### config.mk
export PLATFORM = sky130hd
export DESIGN_NAME = nand_page_ctrl
export DESIGN_NICKNAME = d
export VERILOG_FILES = /design/src/rtl/nand_ctrl_pkg.sv /design/src/rtl/nand_op_fmt.sv /design/src/rtl/nand_status_dec.sv /design/src/rtl/nand_poll_cnt.sv /design/src/rtl/nand_page_ctrl.sv
export SDC_FILE = /design/constraint.sdc
export NUM_CORES = 1
export LEC_CHECK = 0
export CORE_MARGIN = 3
export CORE_UTILIZATION = 25
export CTS_CLUSTER_DIAMETER = 100
export CTS_CLUSTER_SIZE = 40
export DETAILED_ROUTE_END_ITERATION = 16
export PLACE_DENSITY_LB_ADDON = 0.3
export SKIP_LAST_GASP = 1
export SYNTH_ARGS = -nofsm -noshare
export SYNTH_HDL_FRONTEND = slang
export SYNTH_SLANG_ARGS = --single-unit
### constraint.sdc
create_clock -name clk_i -period 3 [get_ports clk_i]
set_input_delay 0.9 -clock clk_i [delete_from_list [all_inputs] [get_ports clk_i]]
set_output_delay 0.9 -clock clk_i [all_outputs]
set_load 0.03 [all_outputs]
### src/rtl/nand_ctrl_pkg.sv
package nand_ctrl_pkg;
  localparam int ADDR_W = 24;

  typedef enum logic [1:0] {
    KIND_READ  = 2'd0,
    KIND_PROG  = 2'd1,
    KIND_ERASE = 2'd2
  } kind_e;

  typedef enum logic [2:0] {
    ST_IDLE, ST_WREN, ST_LOAD, ST_EXEC, ST_PGRD, ST_ERASE, ST_POLL, ST_CACHE
  } step_e;

  localparam logic [2:0] RES_OK      = 3'd0;
  localparam logic [2:0] RES_CORR    = 3'd1;
  localparam logic [2:0] RES_UNCOR   = 3'd2;
  localparam logic [2:0] RES_FAIL    = 3'd3;
  localparam logic [2:0] RES_TIMEOUT = 3'd4;

  localparam logic [7:0] OPC_WREN      = 8'h06;
  localparam logic [7:0] OPC_LOAD      = 8'h02;
  localparam logic [7:0] OPC_LOAD_KEEP = 8'h84;
  localparam logic [7:0] OPC_EXEC      = 8'h10;
  localparam logic [7:0] OPC_PGRD      = 8'h13;
  localparam logic [7:0] OPC_ERASE     = 8'hD8;
  localparam logic [7:0] OPC_GETF      = 8'h0F;
  localparam logic [7:0] OPC_CACHE     = 8'h03;
  localparam logic [7:0] OPC_CACHE_F   = 8'h0B;
  localparam logic [7:0] STATUS_ADDR   = 8'hC0;
endpackage

### src/rtl/nand_op_fmt.sv
module nand_op_fmt
  import nand_ctrl_pkg::*;
#(
  parameter int ROW_W      = 24,
  parameter int COL_W      = 12,
  parameter int PAGE_BYTES = 2112,
  parameter int FAST_DUMMY = 1,
  parameter int LEN_W      = $clog2(PAGE_BYTES + 1)
) (
  input  step_e              step_i,
  input  logic [ROW_W-1:0]   row_i,
  input  logic [COL_W-1:0]   col_i,
  input  logic               fast_i,
  input  logic               keep_i,
  output logic [7:0]         code_o,
  output logic [ADDR_W-1:0]  addr_o,
  output logic [1:0]         abytes_o,
  output logic [1:0]         dummy_o,
  output logic [LEN_W-1:0]   len_o,
  output logic               write_o
);
  logic [ADDR_W-1:0] row_ext, col_ext;
  assign row_ext = ADDR_W'(row_i);
  assign col_ext = ADDR_W'(col_i);

  always_comb begin
    code_o   = 8'h00;
    addr_o   = '0;
    abytes_o = 2'd0;
    dummy_o  = 2'd0;
    len_o    = '0;
    write_o  = 1'b0;
    unique case (step_i)
      ST_WREN:  code_o = OPC_WREN;
      ST_LOAD: begin
        code_o   = keep_i ? OPC_LOAD_KEEP : OPC_LOAD;
        addr_o   = col_ext;
        abytes_o = 2'd2;
        len_o    = LEN_W'(PAGE_BYTES);
        write_o  = 1'b1;
      end
      ST_EXEC: begin
        code_o   = OPC_EXEC;
        addr_o   = row_ext;
        abytes_o = 2'd3;
      end
      ST_PGRD: begin
        code_o   = OPC_PGRD;
        addr_o   = row_ext;
        abytes_o = 2'd3;
      end
      ST_ERASE: begin
        code_o   = OPC_ERASE;
        addr_o   = row_ext;
        abytes_o = 2'd3;
      end
      ST_POLL: begin
        code_o   = OPC_GETF;
        addr_o   = ADDR_W'(STATUS_ADDR);
        abytes_o = 2'd1;
        len_o    = LEN_W'(1);
      end
      ST_CACHE: begin
        code_o   = fast_i ? OPC_CACHE_F : OPC_CACHE;
        addr_o   = col_ext;
        abytes_o = 2'd2;
        dummy_o  = fast_i ? 2'(FAST_DUMMY) : 2'd0;
        len_o    = LEN_W'(PAGE_BYTES);
      end
      default: ;
    endcase
  end
endmodule

### src/rtl/nand_status_dec.sv
module nand_status_dec
  import nand_ctrl_pkg::*;
(
  input  kind_e       kind_i,
  input  logic [7:0]  status_i,
  output logic        busy_o,
  output logic [2:0]  result_o
);
  assign busy_o = status_i[0];

  always_comb begin
    result_o = RES_OK;
    unique case (kind_i)
      KIND_READ: begin
        unique case (status_i[5:4])
          2'b00:   result_o = RES_OK;
          2'b01:   result_o = RES_CORR;
          default: result_o = RES_UNCOR;  // 11 treated as uncorrectable
        endcase
      end
      KIND_PROG:  result_o = status_i[3] ? RES_FAIL : RES_OK;
      KIND_ERASE: result_o = status_i[2] ? RES_FAIL : RES_OK;
      default:    result_o = RES_OK;
    endcase
  end
endmodule

### src/rtl/nand_poll_cnt.sv
module nand_poll_cnt #(
  parameter int MAX_POLLS = 1024,
  parameter int CNT_W     = $clog2(MAX_POLLS + 1)
) (
  input  logic clk_i,
  input  logic rst_ni,
  input  logic clr_i,
  input  logic hit_i,
  output logic last_o
);
  logic [CNT_W-1:0] cnt_q;

  always_ff @(posedge clk_i or negedge rst_ni) begin
    if (!rst_ni)    cnt_q <= '0;
    else if (clr_i) cnt_q <= '0;
    else if (hit_i) cnt_q <= cnt_q + 1'b1;
  end

  // current busy reply is the last one allowed
  assign last_o = (cnt_q == CNT_W'(MAX_POLLS - 1));
endmodule

### src/rtl/nand_page_ctrl.sv
module nand_page_ctrl
  import nand_ctrl_pkg::*;
#(
  parameter int ROW_W      = 24,
  parameter int COL_W      = 12,
  parameter int PAGE_BYTES = 2112,
  parameter int FAST_DUMMY = 1,
  parameter int MAX_POLLS  = 1024,
  parameter int LEN_W      = $clog2(PAGE_BYTES + 1)
) (
  input  logic              clk_i,
  input  logic              rst_ni,
  input  logic              req_valid_i,
  input  logic [1:0]        req_kind_i,
  input  logic [ROW_W-1:0]  req_row_i,
  input  logic [COL_W-1:0]  req_col_i,
  input  logic              req_fast_i,
  input  logic              req_keep_i,
  output logic              busy_o,
  output logic              done_o,
  output logic [2:0]        result_o,
  output logic              op_valid_o,
  output logic [7:0]        op_code_o,
  output logic [23:0]       op_addr_o,
  output logic [1:0]        op_addr_bytes_o,
  output logic [1:0]        op_dummy_o,
  output logic [LEN_W-1:0]  op_len_o,
  output logic              op_write_o,
  input  logic              op_done_i,
  input  logic [7:0]        op_rdata_i
);
  step_e             step_q;
  kind_e             kind_q;
  logic [ROW_W-1:0]  row_q;
  logic [COL_W-1:0]  col_q;
  logic              fast_q, keep_q;
  logic              done_q;
  logic [2:0]        result_q, ecc_q;

  logic       accept, fire, poll_fire, st_busy, poll_last;
  logic [2:0] st_res;

  assign accept    = (step_q == ST_IDLE) && req_valid_i && (req_kind_i != 2'd3);
  assign fire      = (step_q != ST_IDLE) && op_done_i;
  assign poll_fire = fire && (step_q == ST_POLL);

  nand_op_fmt #(
    .ROW_W(ROW_W), .COL_W(COL_W), .PAGE_BYTES(PAGE_BYTES),
    .FAST_DUMMY(FAST_DUMMY), .LEN_W(LEN_W)
  ) u_fmt (
    .step_i   (step_q),
    .row_i    (row_q),
    .col_i    (col_q),
    .fast_i   (fast_q),
    .keep_i   (keep_q),
    .code_o   (op_code_o),
    .addr_o   (op_addr_o),
    .abytes_o (op_addr_bytes_o),
    .dummy_o  (op_dummy_o),
    .len_o    (op_len_o),
    .write_o  (op_write_o)
  );

  nand_status_dec u_dec (
    .kind_i   (kind_q),
    .status_i (op_rdata_i),
    .busy_o   (st_busy),
    .result_o (st_res)
  );

  nand_poll_cnt #(.MAX_POLLS(MAX_POLLS)) u_cnt (
    .clk_i  (clk_i),
    .rst_ni (rst_ni),
    .clr_i  (accept),
    .hit_i  (poll_fire && st_busy),
    .last_o (poll_last)
  );

  always_ff @(posedge clk_i or negedge rst_ni) begin
    if (!rst_ni) begin
      step_q   <= ST_IDLE;
      kind_q   <= KIND_READ;
      row_q    <= '0;
      col_q    <= '0;
      fast_q   <= 1'b0;
      keep_q   <= 1'b0;
      done_q   <= 1'b0;
      result_q <= RES_OK;
      ecc_q    <= RES_OK;
    end else begin
      done_q <= 1'b0;
      if (accept) begin
        kind_q <= kind_e'(req_kind_i);
        row_q  <= req_row_i;
        col_q  <= req_col_i;
        fast_q <= req_fast_i;
        keep_q <= req_keep_i;
        step_q <= (req_kind_i == KIND_READ) ? ST_PGRD : ST_WREN;
      end else if (fire) begin
        unique case (step_q)
          ST_WREN:  step_q <= (kind_q == KIND_PROG) ? ST_LOAD : ST_ERASE;
          ST_LOAD:  step_q <= ST_EXEC;
          ST_EXEC,
          ST_PGRD,
          ST_ERASE: step_q <= ST_POLL;
          ST_POLL: begin
            if (st_busy) begin
              if (poll_last) begin
                step_q   <= ST_IDLE;
                done_q   <= 1'b1;
                result_q <= RES_TIMEOUT;
              end
            end else if (kind_q == KIND_READ) begin
              ecc_q  <= st_res;
              step_q <= ST_CACHE;
            end else begin
              step_q   <= ST_IDLE;
              done_q   <= 1'b1;
              result_q <= st_res;
            end
          end
          ST_CACHE: begin
            step_q   <= ST_IDLE;
            done_q   <= 1'b1;
            result_q <= ecc_q;
          end
          default: step_q <= ST_IDLE;
        endcase
      end
    end
  end

  assign busy_o     = (step_q != ST_IDLE);
  assign op_valid_o = (step_q != ST_IDLE);
  assign done_o     = done_q;
  assign result_o   = result_q;
endmodule

After elaboration in Yosys (flattened, before gate mapping)
Index checks and enable logic that the tools add are counted.
- bits in registers: 61
- output and inout bits: 55
- word-level logic and storage cells: 79
- add/subtract/negate cells: 1
- eq/ne operators: 15
- muxes and demuxes: 33
- bitwise gates (word level): 2
- reduce and logical (&&, ||, !) cells: 18
- operator list (kind ; count):
    24-bit case mux with 3 select lines ; 1
    8-bit case mux with 7 select lines ; 1
    3-bit 2-to-1 mux ; 10
    12-bit case mux with 2 select lines ; 1
    11-bit 2-to-1 mux ; 2
    3-bit == test, second input constant ; 4
    3-bit case mux with 4 select lines ; 1
    11-bit by 1-bit adder with 11-bit output, second input constant ; 1
    11-bit by 10-bit == test with 1-bit output, second input constant ; 1
    5-bit AND reduction ; 2
    3-bit case mux with 3 select lines ; 1
    8-bit 2-to-1 mux ; 1
    1-bit 2-to-1 mux ; 7
    3-bit by 2-bit == test with 1-bit output, second input constant ; 2
    2-bit logical NOT ; 3
    2-bit 2-to-1 mux ; 3
    3-bit inequality test, second input constant ; 2
    2-bit case mux with 3 select lines ; 1
    3-bit case mux with 2 select lines ; 1
    2-bit nonzero test ; 3
    1-bit logical AND ; 5
    2-bit by 1-bit == test with 1-bit output, second input constant ; 2
    4-bit 2-to-1 mux ; 1
    4-bit inequality test, second input constant ; 1
    other kinds (11) ; 12

Longest topological paths before layout
Gate-level depths: netlist (run 1).
- word-level depth: 6
- depth in mapped cells: 8

Cells and area by module
From an unflattened synthesis (run 1), not the netlist that was laid out.
- cells, all modules: 314
- area total of the unflattened synthesis: 3593.4 um^2
- modules (own cells, without submodules) (module ; times used ; cells each ; area each (um^2)):
    nand_page_ctrl ; 1 ; 149 ; 2306.0
    nand_op_fmt ; 1 ; 100 ; 669.4
    nand_poll_cnt ; 1 ; 56 ; 555.5
    nand_status_dec ; 1 ; 9 ; 62.6

Worst setup path after synthesis (run 1)
OpenSTA, ideal clock, no wires.
- kind: reg-to-output
- start point: reg step_q[0]
- end point: out op_addr_o[10]
- data arrival time: 1.807 ns
- required time: 2.100 ns
- setup slack: 0.293 ns
- stages on the path, launching flop included: 6
- buffers on the path: 2
- path through: dfrtp_1 buf_2 nand2b_1 o21ai_0 clkbuf_1 a22o_1
- cells in the longest elaborated chain, start to end: 3
- elaborated cells on any way between the ends: 9
- classes of those cells: eq/ne (6); mux (1); reduce/logical (2)
- RTL lines (element ; line ; source):
    start: declaration ; nand_page_ctrl.sv:32 ; step_e step_q;
    start signal: assignment ; nand_page_ctrl.sv:98 ; step_q <= (req_kind_i == KIND_READ) ? ST_PGRD : ST_WREN;
    start signal: assignment ; nand_page_ctrl.sv:101 ; ST_WREN: step_q <= (kind_q == KIND_PROG) ? ST_LOAD : ST_ERASE;
    3-bit by 2-bit == test with 1-bit output / 3-bit == test (equally long branches) ; nand_op_fmt.sv:33 ; unique case (step_i)
    3-bit OR reduction (no source line) / 2-bit OR reduction (equally long branches) ; n/a ;
    24-bit case mux with 3 select lines * ; nand_op_fmt.sv:33 ;
    end: declaration ; nand_page_ctrl.sv:24 ; output logic [23:0] op_addr_o,
Mark *: on every way between the ends. The rest lies on a longest branch, timed or not.

Final worst setup path (run 1)
- start point: reg step_q[0]
- end point: out busy_o
- cells in the longest elaborated chain, start to end: 1
- RTL lines (element ; line ; source):
    3-bit nonzero test ; nand_page_ctrl.sv:133 ; assign busy_o = (step_q != ST_IDLE);
    end: declaration ; nand_page_ctrl.sv:19 ; output logic busy_o,
No other way between the ends.

==> impl_metrics.json, run 1 <==
{
  "diodes": 0,
  "yosysSeqAreaShare_pct": 48.2,
  "async_reset_ff_share_pct": 100,
  "syn_inst": 365,
  "dp.cells": 609,
  "grt_max_degree": 36,
  "netlist.area_leader.share_pct": 48.2,
  "final-hold-violation-count": 0,
  "min_path_cells": 2,
  "finalClockSkew_ns": 0.00691,
  "tightest_slew_ns": 0.621,
  "synth-simple-area-share_pct": 28.1,
  "synth.most_common_cell": "nand2_1",
  "synth-compound-area-share_pct": 11.9,
  "cp.arrival_ns": 2.02,
  "worstSetupPathType": "reg -> out",
  "cts_sinks": 60,
  "wl_per_cell_um": 13.4,
  "gr-total-overflow": 0,
  "synth.avg_cell_area_um2": 8.53,
  "ant_nets": 0,
  "wirelength_um": 8340,
  "grt_pass1_wl_um": 13900,
  "syn2layout_area_growth_pct": 42.7,
  "vias": 2751,
  "insertion_delay_ns": 0.32,
  "slew_violations": 0,
  "hpwl_um": 5970,
  "timing.critical_path.to_type": "primary output",
  "drt_iter0_markers": 105,
  "cts_buffers": 9,
  "fp.dieH_um": 118,
  "io-pin-count": 107,
  "place_ws_ns": 0.218,
  "yosys-top-cells-count": "nand2_1 (130), dfrtp_1 (60), and2_1 (14), clkbuf_1 (14), buf_4 (13)",
  "layout.cells.non_filler": 623,
  "die_area_um2": 13800,
  "die-width_um": 118,
  "root_buffer": "clkbuf_16",
  "ys_top_cells_by_area": "dfrtp_1 (48%), nand2_1 (16%), a22o_1 (3.4%), buf_4 (3.1%), and2_1 (2.8%)",
  "antenna_found_initial": 0,
  "start_util_pct": 25.7,
  "p_per_area_nw_per_um2": 1120,
  "multi_input_area_um2": 1430,
  "ys_types": 48,
  "fin_crit_ns": 2.92,
  "cts_buffer_depth": 2,
  "worstReg2RegEnd": "u_cnt.cnt_q[9]",
  "rsz0062_at_grt": "false",
  "ys_warn_count": 0,
  "max-vdd-ir-drop_mv": 0.603,
  "synth-edff-count": 0,
  "leakagePower_nw": 2.12,
  "rows": 40,
  "firstDrtPassIters": 4,
  "seqCellArea_um2": 1510,
  "grt_usage_pct": 12.2,
  "drc_errors": 0,
  "synth_seq_cells": 60,
  "synth_top_cell_by_area": "dfrtp_1",
  "postCtsSetupBuffers": 0,
  "total_power_mw": 4.99,
  "fin_setup_tns_ns": 0,
  "setup_viol": 0,
  "nets": 505,
  "cts_tree": "built",
  "hp-start": "row_q[18]",
  "place_congestion": 0.787,
  "path_max_fanout": 19,
  "portBuffers": 92,
  "synth.area.mux_share_pct": 3.05,
  "finalWorstSetupSlack_ns": 0.0756,
  "fillerInstances": 1293,
  "cts_max_level": 3,
  "cap_violations": 0,
  "crit-reg2reg-launch": "step_q[0]",
  "hold_slack_ns": 0.467,
  "netlist_area_um2": 3110,
  "via_per_inst": 4.42,
  "timing.final.crit_share_pct": 97.5,
  "fmax_ghz": 0.342,
  "synth-xor-area-share_pct": 0.844,
  "holdPathEnd": "row_q[18]",
  "synth_top_family_by_area": "simple AND/OR/NAND/NOR gates",
  "r2r_cells": 4,
  "status": "finished, final reports clean",
  "clk_pin_slew_worst_paths_ns": 0.05,
  "coreArea_um2": 12100,
  "start_kind": "register",
  "hold_path.class": "reg -> reg",
  "ys.flop_type": "dfrtp_1",
  "r2r_setup_slack_ns": 0.77,
  "required_ns": 2.10,
  "grt_pass1_vias": 2822,
  "drive_gt1_share_pct": 14.9,
  "relSlewSlack_pct": 58.6,
  "yosys.area_share.adder_pct": 0.402
}
[sequential cells by signal, summed over array words and instances, names as in the netlist]
register / count
row_q: 24
done_o: 1
col_q: 12
keep_q: 1
result_o: 3
fast_q: 1
ecc_q: 2
u_cnt.cnt_q: 11
kind_q: 2
step_q: 3
[power breakdown]
group | internal, mW | switching [mW]
logic | 1.04 | 1.48
clock network | 0.676 | 0.336
registers | 1.15 | 0.301
[cell type report]
| class | instances | share of cell area (%) |
|---|---|---|
| clock inverters | 2 | 0.788 |
| repair buffers | 103 | 22.0 |
| clock buffers | 12 | 5.77 |
| multi-input cells | 271 | 32.2 |
| inverters | 7 | 0.591 |
| well taps | 168 | 4.73 |
| flip-flops and latches | 60 | 33.9 |
[cell families (layout without fill, tap and decap cells)]
logic type / Yosys count / after routing
other: 1 / 11
adders and majority gates: 1 / 1
buffers and inverters: 44 / 124
xor gates and xnor gates: 3 / 3
and+or+nand+nor: 196 / 196
AOI/OAI and AO/OA: 51 / 51
DFF: 60 / 60
muxes: 9 / 9
[cells in the final DEF (no fill, tap or decap), types with 3 or more instances in the layout]
| cell | count |
|---|---|
| a211oi_1 | 3 |
| a21oi_1 | 6 |
| clkbuf_16 | 9 |
| or2_2 | 3 |
| and2_1 | 14 |
| or4_1 | 3 |
| nor4_1 | 3 |
| dlygate4sd2_1 | 4 |
| mux2i_1 | 4 |
| dfrtp_1 | 57 |
| nor2_1 | 11 |
| buf_12 | 4 |
| buf_4 | 34 |
| nand2b_1 | 6 |
| nor3_1 | 7 |
| clkdlybuf4s50_1 | 59 |
| o21ai_0 | 7 |
| conb_1 | 11 |
| mux2_2 | 4 |
| o21a_1 | 5 |
| inv_1 | 7 |
| dfrtp_2 | 3 |
| nand3_1 | 7 |
| a22o_1 | 12 |
| nand2_1 | 130 |
| o22ai_1 | 3 |
[worst max-delay path by stage]
| stage | start | to | slack, ns |
|---|---|---|---|
| 3_3_place_gp | step_q[2] | op_addr_o[7] | 0.23 |
| 4_1_cts | step_q[1] | busy_o | 0.03 |
| 2_1_floorplan | step_q[0] | op_addr_o[10] | 0.29 |
| 6_report | step_q[0] | busy_o | 0.08 |
| 5_1_grt | step_q[0] | op_valid_o | 0.03 |
| 3_5_place_dp | step_q[2] | op_addr_o[7] | 0.22 |
[timing repair]
| action | CTS | global route |
|---|---|---|
| endpoints found under the setup margin | 10 | 3 |
| hold buffers | 0 | 0 |
| resized for setup | 6 | 2 |
[through the flow]
stage                     cell area [um^2]  util (%)
after floorplan                       3150         -
after global routing                  4440      36.7
after CTS                             4440      36.7
after global placement                4150      34.3
final                                 4440      36.7
after detailed placement              4150      34.3
[metal layers]
metal	global-route usage, %	vias to the layer above	wire length, um
met2	20.6	71	3980
met3	4.42	5	517
met1	15.1	1313	3790
met5	0	-	0
met4	2.71	0	47
li1	-	1362	-
[critical path: stages (launching register included)]
cell             delay, ns
dfrtp_2               0.52
or3_1                 0.54
clkdlybuf4s50_1       0.65
Power figures use the tool's default switching activity.
==> run 2: changes to the inputs <==
REMOVE_ABC_BUFFERS = 1   (was not set)
==> run 2 against run 1 <==
Compared with the run above: core utilization up 0.32 points; sequential power about the same; final cell count up 0.32%; combinational power up 4%; critical endpoint is now op_addr_bytes_o[1]; largest power group unchanged; hold slack worse by 0.0031 ns.
==> impl_metrics.json, run 2 (synthesized netlist as in run 1, its figures left out) <==
{
  "finalWorstSetupSlack_ns": 0.0621,
  "drt_iter0_markers": 105,
  "grt_most_used_layer": "met2",
  "hold_path.class": "reg -> reg",
  "switchingPower_mw": 2.14,
  "top_regs": "row_q: 24 flops, col_q: 12 flops, u_cnt.cnt_q: 11 flops",
  "hpwl_um": 5980,
  "use_met1_pct": 15.9,
  "postCtsSetupBuffers": 0,
  "worstSetupPathType": "reg -> out",
  "fmax_ghz": 0.340,
  "hp-start": "row_q[20]",
  "leakagePower_nw": 2.17,
  "final_common_cell": "nand2_1",
  "crit-reg2reg-launch": "step_q[2]",
  "start_kind": "register",
  "p_per_area_nw_per_um2": 1120,
  "finalClockSkew_ns": 0.00574,
  "p_comb_share_pct": 52.4,
  "most-common-layout-cells": "nand2_1 (130), dfrtp_1 (57), clkdlybuf4s50_1 (56), buf_4 (32), and2_1 (14)",
  "wl_per_cell_um": 13.5,
  "required_ns": 2.10,
  "grt_pass1_vias": 2821,
  "slew_violations": 0,
  "cap_violations": 0,
  "io-pin-count": 107,
  "setup_viol": 0,
  "vias": 2747,
  "drc_errors": 0,
  "grt_pass1_wl_um": 14000,
  "root_buffer": "clkbuf_16",
  "grt_usage_pct": 12.3,
  "fin_crit_ns": 2.94,
  "largest_register_ffs": 24,
  "cts_tree": "built",
  "cp.arrival_ns": 2.04,
  "portBuffers": 92,
  "wirelength_um": 8440,
  "die_area_um2": 13800,
  "max-vdd-ir-drop_mv": 0.396,
  "insertion_delay_ns": 0.32,
  "gr-total-overflow": 0,
  "fillerInstances": 1300,
  "timing.final.crit_share_pct": 97.9,
  "final-hold-violation-count": 0,
  "tightest_slew_ns": 0.653,
  "grt_util_met2_pct": 20.2,
  "globalRouteMet3Util_pct": 3.80,
  "drive_gt1_share_pct": 15.1,
  "fp.dieH_um": 118,
  "crit_start": "step_q[0]",
  "swShare_pct": 42.5,
  "grt_max_degree": 36,
  "clk_pin_slew_worst_paths_ns": 0.05,
  "firstDrtPassIters": 4,
  "cts_buffer_depth": 2,
  "cts_buffers": 9,
  "relSlewSlack_pct": 56.5,
  "coreArea_um2": 12100,
  "nets": 507,
  "path_max_fanout": 11,
  "syn2layout_area_growth_pct": 44.0,
  "die-width_um": 118,
  "post-route-util_pct": 37.0,
  "rows": 40,
  "via_per_inst": 4.40,
  "antenna_found_initial": 0,
  "regMostFlops": "row_q",
  "seq_power_share_pct": 28.4,
  "place_congestion": 0.771,
  "ant_nets": 0,
  "clkPwrFrac_pct": 19.2,
  "status": "finished, final reports clean",
  "start_util_pct": 25.7,
  "rsz0062_at_grt": "true",
  "cts_max_level": 3,
  "r2r_cells": 5,
  "place_ws_ns": 0.216,
  "diodes": 0,
  "timing.critical_path.to_type": "primary output",
  "cts_sinks": 60,
  "hold_slack_ns": 0.464,
  "cts_hold_buf": 0,
  "intPower_mw": 2.89,
  "min_path_cells": 2
}
run 2: cell types whose count changed in the layout (fill, tap and decap cells not counted), sizes merged:
cell and change:
dlymetal6s2s +4, clkinv +1, dlygate4sd2 +1, bufinv -1, clkdlybuf4s50 -3
run 2: power groups by stage:
| stage | clock network (mW) | registers (mW) | logic (mW) |
|---|---|---|---|
| detailed placement | 0 | 1.43 | 2.71 |
| CTS | 0.997 | 1.42 | 2.69 |
| global route | 1.04 | 1.48 | 2.86 |
| floorplan | 0 | 1.42 | 1.51 |
| finish | 0.966 | 1.43 | 2.64 |
| global placement | 0 | 1.41 | 2.70 |
run 2: stage by stage:
stage	power, mW	setup TNS [ns]	area, um^2	std cells
after floorplan	2.93	-18.23	2950	338
after detailed placement	4.14	0	4200	611
after global routing	5.37	-0.0317	4480	625
after CTS	5.11	0	4470	625
after global placement	4.11	0	4200	611
final	5.03	0	4480	625
run 2: layout make-up:
class	count	area [um^2]	area share, %
inverters	7	26.3	0.586
clock inverters	2	10.0	0.223
well taps	168	210	4.69
clock buffers	12	267	5.94
repair buffers	105	1030	23.0
flip-flops and latches	60	1510	33.6
multi-input cells	271	1430	32.0
run 2: worst max-delay path, stage by stage, from the launching register on:
cell	delay [ns]
dfrtp_2	0.45
buf_4	0.19
nand3_1	0.16
o21ai_1	0.12
buf_4	0.16
buf_4	0.17
or2_2	0.28
buf_4	0.17
run 2: per-layer routing:
| layer | share of wire, % | vias up |
|---|---|---|
| met3 | 4.6 | 11 |
| met2 | 48 | 72 |
| li1 | - | 1364 |
| met5 | 0 | - |
| met4 | 1.2 | 0 |
| met1 | 47 | 1300 |
run 2: path summary, 6_finish.rpt:
kind                                 endpoint  slack (ns)
setup / recovery           op_addr_bytes_o[1]        0.06
hold / removal                      row_q[20]        0.46
setup reg to reg               u_cnt.cnt_q[9]        0.68
hold reg to reg                     row_q[20]        0.46
max in group asynchronous           step_q[0]        1.77
min in group asynchronous            row_q[9]        0.61
run 2: what timing repair did:
| action | in CTS | in global routing |
|---|---|---|
| gates cloned | 0 | 0 |
| resized for setup | 6 | 7 |
| endpoints found under the setup margin | 13 | 20 |
